## config.mk

```make
export PLATFORM = sky130hd
export DESIGN_NAME = ch_irq_regs
export DESIGN_NICKNAME = d
export VERILOG_FILES = /design/src/rtl/ch_irq_pkg.sv /design/src/rtl/ch_irq_src_bit.sv /design/src/rtl/ch_irq_err_capture.sv /design/src/rtl/ch_irq_rd_mux.sv /design/src/rtl/ch_irq_regs.sv
export SDC_FILE = /design/constraint.sdc
export NUM_CORES = 1
export LEC_CHECK = 0
export BUFFER_PORTS_ARGS = -buffer_cell sky130_fd_sc_hd__buf_2
export CAP_MARGIN = 20
export CORE_ASPECT_RATIO = 0.9
export CORE_MARGIN = 5
export CORE_UTILIZATION = 25
export DETAILED_ROUTE_END_ITERATION = 7
export GPL_TIMING_DRIVEN = 0
export PLACE_DENSITY = 0.49
export SETUP_SLACK_MARGIN = 0.15
export SYNTH_ARGS = -nofsm -noshare
export SYNTH_HDL_FRONTEND = slang
export SYNTH_SLANG_ARGS = --single-unit
```

## constraint.sdc

```tcl
create_clock -name clk -period 1.71 [get_ports clk]
set_input_delay 0.342 -clock clk [delete_from_list [all_inputs] [get_ports clk]]
set_output_delay 0.342 -clock clk [all_outputs]
set_load 0.02 [all_outputs]
```

## src/rtl/ch_irq_pkg.sv

```systemverilog
package ch_irq_pkg;
  // Word indices whose placement software depends on
  localparam int IDX_ERR_LO = 0;
  localparam int IDX_ERR_HI = 1;
  localparam int IDX_STATUS = 3;
  localparam int IDX_ENSET  = 5;
  localparam int IDX_CLEAR  = 7;

  // Cause positions in the status word
  localparam int SRC_DEV = 0;
  localparam int SRC_ERR = 1;
  localparam int NUM_SRC = 2;

  typedef logic [NUM_SRC-1:0] src_vec_t;
endpackage

```

## src/rtl/ch_irq_src_bit.sv

```systemverilog
module ch_irq_src_bit (
  input  logic clk,
  input  logic rst_n,
  input  logic set_i,
  input  logic clr_i,
  input  logic en_set_i,
  output logic pend_o,
  output logic en_o
);
  always_ff @(posedge clk) begin
    if (!rst_n) begin
      pend_o <= 1'b0;
      en_o   <= 1'b0;
    end else begin
      // a fresh event outranks any clear in the same cycle
      pend_o <= set_i | (pend_o & ~clr_i);
      en_o   <= en_o | en_set_i;
    end
  end
endmodule

```

## src/rtl/ch_irq_err_capture.sv

```systemverilog
module ch_irq_err_capture #(
  parameter int AW = 64
) (
  input  logic          clk,
  input  logic          rst_n,
  input  logic          err_i,
  input  logic [AW-1:0] addr_i,
  input  logic          err_pend_i,
  input  logic          err_clr_i,
  output logic [AW-1:0] addr_o
);
  logic take;

  // the slot is free when no error is held, or when the held one retires now
  assign take = err_i & (~err_pend_i | err_clr_i);

  always_ff @(posedge clk) begin
    if (!rst_n)    addr_o <= '0;
    else if (take) addr_o <= addr_i;
  end
endmodule

```

## src/rtl/ch_irq_rd_mux.sv

```systemverilog
module ch_irq_rd_mux
  import ch_irq_pkg::*;
#(
  parameter int ADDR_W = 3,
  parameter int DATA_W = 32
) (
  input  logic [ADDR_W-1:0]   addr_i,
  input  src_vec_t            pend_i,
  input  src_vec_t            en_i,
  input  logic [2*DATA_W-1:0] ea_i,
  output logic [DATA_W-1:0]   rdata_o
);
  localparam int PAD_W = DATA_W - NUM_SRC;

  always_comb begin
    rdata_o = '0;
    if (addr_i == ADDR_W'(IDX_ERR_LO))      rdata_o = ea_i[DATA_W-1:0];
    else if (addr_i == ADDR_W'(IDX_ERR_HI)) rdata_o = ea_i[2*DATA_W-1:DATA_W];
    else if (addr_i == ADDR_W'(IDX_STATUS)) rdata_o = {{PAD_W{1'b0}}, pend_i};
    else if (addr_i == ADDR_W'(IDX_ENSET))  rdata_o = {{PAD_W{1'b0}}, en_i};
  end
endmodule

```

## src/rtl/ch_irq_regs.sv

```systemverilog
module ch_irq_regs
  import ch_irq_pkg::*;
#(
  parameter int ADDR_W = 3,
  parameter int DATA_W = 32
) (
  input  logic                clk,
  input  logic                rst_n,
  input  logic [ADDR_W-1:0]   reg_addr,
  input  logic                reg_wr,
  input  logic [DATA_W-1:0]   reg_wdata,
  output logic [DATA_W-1:0]   reg_rdata,
  input  logic                dev_irq,
  input  logic                xfer_err,
  input  logic [2*DATA_W-1:0] xfer_err_addr,
  input  logic                stat_rd,
  input  logic                dev_busy,
  output logic                irq_out
);
  localparam int EA_W = 2 * DATA_W;

  src_vec_t evt_vec, clr_vec, ens_vec, pend, en;
  logic [EA_W-1:0] err_addr_q;
  logic wr_clear, wr_enset, rd_clear;

  assign wr_clear = reg_wr && (reg_addr == ADDR_W'(IDX_CLEAR));
  assign wr_enset = reg_wr && (reg_addr == ADDR_W'(IDX_ENSET));
  assign rd_clear = stat_rd && !dev_busy;

  assign evt_vec[SRC_DEV] = dev_irq;
  assign evt_vec[SRC_ERR] = xfer_err;

  assign clr_vec = (wr_clear ? reg_wdata[NUM_SRC-1:0] : '0) | {NUM_SRC{rd_clear}};
  assign ens_vec =  wr_enset ? reg_wdata[NUM_SRC-1:0] : '0;

  for (genvar g = 0; g < NUM_SRC; g++) begin : g_src
    ch_irq_src_bit u_bit (
      .clk      (clk),
      .rst_n    (rst_n),
      .set_i    (evt_vec[g]),
      .clr_i    (clr_vec[g]),
      .en_set_i (ens_vec[g]),
      .pend_o   (pend[g]),
      .en_o     (en[g])
    );
  end

  ch_irq_err_capture #(.AW(EA_W)) u_cap (
    .clk        (clk),
    .rst_n      (rst_n),
    .err_i      (xfer_err),
    .addr_i     (xfer_err_addr),
    .err_pend_i (pend[SRC_ERR]),
    .err_clr_i  (clr_vec[SRC_ERR]),
    .addr_o     (err_addr_q)
  );

  ch_irq_rd_mux #(.ADDR_W(ADDR_W), .DATA_W(DATA_W)) u_rd (
    .addr_i  (reg_addr),
    .pend_i  (pend),
    .en_i    (en),
    .ea_i    (err_addr_q),
    .rdata_o (reg_rdata)
  );

  assign irq_out = |(pend & en);
endmodule

```

==> results.md, run 1 <==
* Peak supply drop at 0.538 mV
* GRT overflow at 0
* Post-Synth XOR/XNOR Area at 0
* Cell Chain, Critical Path: buf_12 > nor3b_4 > buf_6 > clkbuf_16 > a22o_1 > buf_6
* Vias in the first global route at 2923
* CP Data Required Time at about 1.4 ns
* EDFF count, synth at 0
* Slowest CP cell: buf_6
* GPL Wtd Cong at 0.725
* Share of cells above drive strength 1 at 0.328
* First-pass GRT wire length at between 15000 and 20000 um
* Delay-heaviest family, CP: buffers and inverters
* Fin. max-slew vios at 0
* Fillers at around 1300
* Die ar. at 15000 um2
* CP Data Arrival Time at approximately 1.3 ns
* Total track usage at 0.133
* Antenna cell count at 0
* DR vias at approximately 2800
* Post-layout min period at 1.65 ns
* Mapped Area at ~3200 um2
* Simple-gate area share of the yosys netlist at 0.180
* Finished Cell Area at 4670 um2
* R2R cell count at 5
* # port buffers at 106
* Post-synth cell types at 21
* Max_cap viols at 0
* Crit path launch type: primary input
* Clock skew at 0.0112 ns
* Area leader, netlist: dfxtp_1
* Core Region at between 10000 and 15000 um2
* Vias per std cell at around 4.4
* Static Leakage at approximately 2.2 nW
* Nets at between 500 and 600
* Mapped Nets at 454
* #FFs+latches synth at between 60 and 70
* Hpwl dp at approximately 7000 um
* Worst Setup End Kind: output port
* Post-Route WL at about 9700 um
* Post-synthesis sequential area ratio at 0.430
* Largest net degree at the start of global routing at 12
* Antenna Violating Nets Remaining at 0
* First-pass DRT Iterations at 4
* H-tree depth at 3
* Top cell type's share of synthesized area at 0.430
* Tcrit/Tclk final at 0.966
* Main flop type after synthesis: dfxtp_1
* Async SR Flop Fraction at 0
* Sink Count at just under 70
* Worst hold margin at 0.225 ns
* Die Span Y at about 120 um
* WP depth at 6
* Clock slew at reported path FFs at 0.05 ns
* Fin util at 0.372
* PD cells at approximately 930 nW/um2
* Main combinational cell family by area after synthesis: multiplexers
* Synthesized instance count at around 350
* Critical path fanouts, max at 6
* Slew margin rel. at 0.605
* Clock Path Buffers at 2
* Initial Util at 0.253
* Hold Crit Depth at 2
* # IOs at 139
* Syn avg cell area at 9.10 um2
* DRC at 0
* Compound-Gate Fraction of Synth Area at 0.108
* Final setup viols at 0
* Area grow syn2layout at 47.3%
* CP Buf/Inv Count at 4
* TritonCTS buffer count at 9
* Iteration-0 DRC Markers at between 100 and 150
* Initial antenna violation count at 0
* Max Fclk at approximately 0.61 GHz
* Largest stage delay on the critical path at about 0.20 ns
* Adder-Cell Fraction of Synth Area at 0
* Largest cells by area after synthesis: dfxtp_1 (43%), mux2i_1 (20%), nand2_1 (16%)
* WL/cell at between 15 and 20 um
* Hold Path Class: primary input to flop
* Crit path kind: primary input to output port
* Clk root buf: clkbuf_16
* Total Power at between 4 and 5 mW
* Synth warn at 0
* Fin. Hold Viols at 0
* CTS tree: built
* Die W at between 100 and 150 um
* Most frequent CP cell: buf_6
* RSZ-0062 raised after global routing: yes
* Most common cell in the netlist: nand2_1
* Clk Latency, worst-skew pair at 0.34 ns
* Site Rows at 39
* Mux cell area share after synthesis at 0.209
* Placed cell area at between 3000 and 4000 um2
* Slew at the pin with the worst max-slew slack at between 0.5 and 0.6 ns
* Top cells by count, synth: nand2_1 (133), dfxtp_1 (68), mux2i_1 (64)
* Outcome: complete, no violations
* Setup slack, reg-to-reg at approximately 0.47 ns
-- flip-flops by register name (all words and copies together) (netlist names) --
register / cells
g_src.u_bit.pend_o: 2
g_src.u_bit.en_o: 2
u_cap.addr_o: 64
-- metrics by stage --
stage	instances	setup WS (ns)	TNS, ns
final	642	0.0582	0
after global placement	618	-0.465	-26.13
after detailed placement	618	-0.498	-27.90
after CTS	640	0.0577	0
after floorplan	348	0.131	0
after global routing	642	0.0169	0
-- cells in the final DEF, fill, tap and decap left out, drive strengths merged --
cell type / netlist / routed
clkbuf: 21 / 31
o21a: 2 / 2
clkinv: 0 / 3
a22o: 31 / 31
nor3b: 1 / 1
a22oi: 2 / 2
nand2: 133 / 133
mux2: 2 / 2
nor2b: 2 / 2
o21ai: 3 / 3
buf: 8 / 123
bufinv: 0 / 2
nand2b: 1 / 1
and2: 1 / 1
and4b: 1 / 1
and4: 1 / 1
nor2: 3 / 3
nor3: 1 / 1
dfxtp: 68 / 68
mux2i: 64 / 64
a21oi: 3 / 3
-- worst reg2reg max path, cell delays in order, from the launching register on --
cell     delay (ns)
dfxtp_1        0.36
nand2_1        0.11
o21ai_4        0.15
buf_12         0.18
buf_12         0.17
mux2i_1        0.20
-- worst paths after layout --
| path | start | endpoint |
|---|---|---|
| setup / recovery | reg_addr[1] | reg_rdata[23] |
| hold / removal | dev_irq | g_src[0].u_bit.pend_o$_SDFF_PN0_ |
| setup reg to reg | g_src[1].u_bit.pend_o$_SDFF_PN0_ | u_cap.addr_o[52]$_SDFFE_PN0P_ |
| hold reg to reg | u_cap.addr_o[20]$_SDFFE_PN0P_ | u_cap.addr_o[20]$_SDFFE_PN0P_ |
-- layout make-up --
cell class	count	area (um2)	share of cell area
plain buffers	29	327	0.0700
multi-input cells	251	1620	0.346
repair buffers	114	838	0.180
clock inverters	5	75.1	0.0161
clock buffers	11	243	0.0520
flip-flops and latches	68	1360	0.292
well taps	164	205	0.0440
-- power by group --
group | total [mW] | internal, mW | leakage (nW) | switching, mW
combinational | 0.633 | 0.325 | 1.51 | 0.307
clock | 1.98 | 1.31 | 0.159 | 0.670
sequential | 1.75 | 1.69 | 0.561 | 0.0562
total | 4.36 | 3.33 | 2.23 | 1.03
-- what timing repair did --
item                       4_1_cts  5_1_grt
hold buffers                     0        0
pin swaps                       32        2
setup endpoints to repair       78       34
setup buffers                    3        2
gates resized for setup         97       13
cloned                           3        0
-- logic make-up after synthesis --
kind of cell    Yosys count
simple gates            144
mux                      66
buf+inv                  29
compound gates           41
flops                    68
-- per-layer routing --
layer  global-route usage  wire length [um]
met5                    0                 0
met4               0.0462               156
met3               0.0386               498
met2                0.213              4410
met1                0.173              4640
Note: power is estimated with default switching activity, not from simulation.
==> run 2, diff against run 1 <==
Settings changed: RECOVER_POWER set to 25.
==> results.md, run 2 (synthesis gave the netlist of run 1 again) <==
* Hpwl dp at 7060 um (unchanged)
* CP Data Arrival Time at 1.31 ns (about the same)
* Tcrit/Tclk final at 0.966 (unchanged)
* First-pass GRT wire length at 15400 um (unchanged)
* R2R cell count at 5 (unchanged)
* H-tree depth at 3 (unchanged)
* Die W at 129 um (unchanged)
* Static Leakage at 2.21 nW (-0.59%)
* Most frequent CP cell: buf_6
* Post-Route WL at 9720 um (about the same)
* Sink Count at 68 (unchanged)
* Die Span Y at 117 um (unchanged)
* Die ar. at 15000 um2 (unchanged)
* TritonCTS buffer count at 9 (unchanged)
* Fin. max-slew vios at 0 (unchanged)
* Fin. Hold Viols at 0 (unchanged)
* Share of cells above drive strength 1 at 0.326 (-0.00209)
* Slowest CP cell: buf_6
* Sum of negative setup slack at 0 ns (unchanged)
* Worst Setup End Kind: output port
* # port buffers at 106 (unchanged)
* Clk root buf: clkbuf_16
* RSZ-0062 raised after global routing: yes
* Outcome: complete, no violations
* Most frequent cells in the layout: nand2_1 (133), buf_2 (71), dfxtp_1 (66), mux2i_1 (64), buf_6 (32)
* WP depth at 6 (unchanged)
* # IOs at 139 (unchanged)
* Top flop regs: u_cap.addr_o (64), g_src.u_bit.en_o (2), g_src.u_bit.pend_o (2)
* Cell Chain, Critical Path: buf_12 > nor3b_4 > buf_6 > clkbuf_16 > a22o_1 > buf_6
* PD cells at 937 nW/um2 (+0.25%)
* GRT overflow at 0 (unchanged)
* Post-layout min period at 1.65 ns (unchanged)
* Vias per std cell at 4.35 (about the same)
* Nets at 579 (unchanged)
* Final setup viols at 0 (unchanged)
* CP Buf/Inv Count at 4 (unchanged)
* Largest net degree at the start of global routing at 12 (unchanged)
* Hold Path Class: primary input to flop
* Vias in the first global route at 2923 (unchanged)
* Crit path kind: primary input to output port
* GPL Wtd Cong at 0.725 (unchanged)
* RR Startpoint: g_src[1].u_bit.pend_o$_SDFF_PN0_
* CP Data Required Time at 1.37 ns (about the same)
* Commonest non-fill, non-tap cell in the layout: nand2_1
* Slew at the pin with the worst max-slew slack at 0.592 ns (unchanged)
* Finished Cell Area at 4640 um2 (-0.48%)
* DRC at 0 (unchanged)
* DR vias at 2795 (-0.072%)
* Delay-heaviest family, CP: buffers and inverters
* Hold_buf cts at 0 (unchanged)
* WL/cell at 15.1 um (about the same)
* Fin util at 0.370 (-0.00180)
* Initial antenna violation count at 0 (unchanged)
* Max Fclk at 0.605 GHz (unchanged)
* Total track usage at 0.133 (unchanged)
* Clock skew at 0.0112 ns (unchanged)
* Clock slew at reported path FFs at 0.05 ns (about the same)
* Setup crit end: reg_rdata[23]
* Largest stage delay on the critical path at 0.20 ns (about the same)
* Area grow syn2layout at 46.6%
* Fillers at 1304 (+0.38%)
* Largest register FFs at 64 (unchanged)
* Max_cap viols at 0 (unchanged)
* Crit path launch type: primary input
* Setup crit start: reg_addr[1]
* Setup slack, reg-to-reg at 0.29 ns (-0.18 ns)
* Clk Latency, worst-skew pair at 0.34 ns (about the same)
* Slew margin rel. at 0.605 (unchanged)
* Worst R2R End: u_cap.addr_o[59]$_SDFFE_PN0P_
* Iteration-0 DRC Markers at 113 (+3.7%)
* Critical path fanouts, max at 6 (unchanged)
* First-pass DRT Iterations at 4 (unchanged)
* CTS tree: built
* Antenna cell count at 0 (unchanged)
* Clock Path Buffers at 2 (unchanged)
* Antenna Violating Nets Remaining at 0 (unchanged)
* Placed cell area at 3910 um2 (unchanged)
* Core Region at 12500 um2 (unchanged)
* Site Rows at 39 (unchanged)
* Most flop-heavy register: u_cap.addr_o
* Peak supply drop at 0.538 mV (about the same)
* Initial Util at 0.253 (unchanged)
[run 2: cell types whose count changed in the layout (fill, tap and decap cells not counted), sizes merged]
cell and delta:
clkbuf +2, buf -2
[run 2: power breakdown]
group          total (mW)  switching, mW  internal (mW)  leakage [nW]
Sequential           1.75         0.0562           1.69         0.561
Combinational       0.622          0.306          0.317          1.49
Clock                1.98          0.670           1.31         0.159
Total                4.35           1.03           3.32          2.21
[run 2: final cells by class]
type	instances	area [um2]	area share
buffer	29	305	0.0657
clock buffer	11	243	0.0523
tap	164	205	0.0442
sequential	68	1360	0.294
timing repair buffer	114	837	0.180
clock inverter	5	75.1	0.0162
multi-input combinational	251	1620	0.348
[run 2: worst min-delay path by stage]
stage	startpoint	slack (ns)	depth (start not counted)	endpoint
after detailed placement	u_cap.addr_o[29]$_SDFFE_PN0P_	0.45	2	u_cap.addr_o[29]$_SDFFE_PN0P_
final	dev_irq	0.23	2	g_src[0].u_bit.pend_o$_SDFF_PN0_
after floorplan	u_cap.addr_o[32]$_SDFFE_PN0P_	0.44	2	u_cap.addr_o[32]$_SDFFE_PN0P_
after global routing	dev_irq	0.22	2	g_src[0].u_bit.pend_o$_SDFF_PN0_
after CTS	dev_irq	0.21	2	g_src[0].u_bit.pend_o$_SDFF_PN0_
after global placement	u_cap.addr_o[55]$_SDFFE_PN0P_	0.44	2	u_cap.addr_o[55]$_SDFFE_PN0P_
[run 2: worst register-to-register path: stages, from the launching register on]
cell,delay (ns)
dfxtp_1,0.36
nand2_1,0.11
o21ai_4,0.12
clkbuf_4,0.31
buf_6,0.24
mux2i_1,0.21
[run 2: metrics by stage]
step                power [mW]  setup slack, ns  hold slack (ns)  std cells
detailed placement        2.35           -0.498            0.454        618
finish                    4.35           0.0582            0.225        642
global placement          2.33           -0.465            0.444        618
global route              4.57           0.0169            0.220        642
CTS                       4.43           0.0577            0.211        640
floorplan                 2.13            0.131            0.436        348
[run 2: timing repair]
item	4_1_cts	5_1_grt
pin swaps	32	2
gates resized for setup	97	13
setup buffers	3	2
endpoints found under the setup margin	78	34
gates cloned	3	0
[run 2: routing by layer]
metal / track usage / vias to the layer above / wire length (um) / share of wire
met5: 0 / - / 0 / 0
met4: 0.0462 / 0 / 156 / 0.016
met3: 0.0386 / 11 / 499 / 0.051
met2: 0.213 / 75 / 4410 / 0.45
met1: 0.173 / 1284 / 4650 / 0.48
li1: - / 1425 / - / -
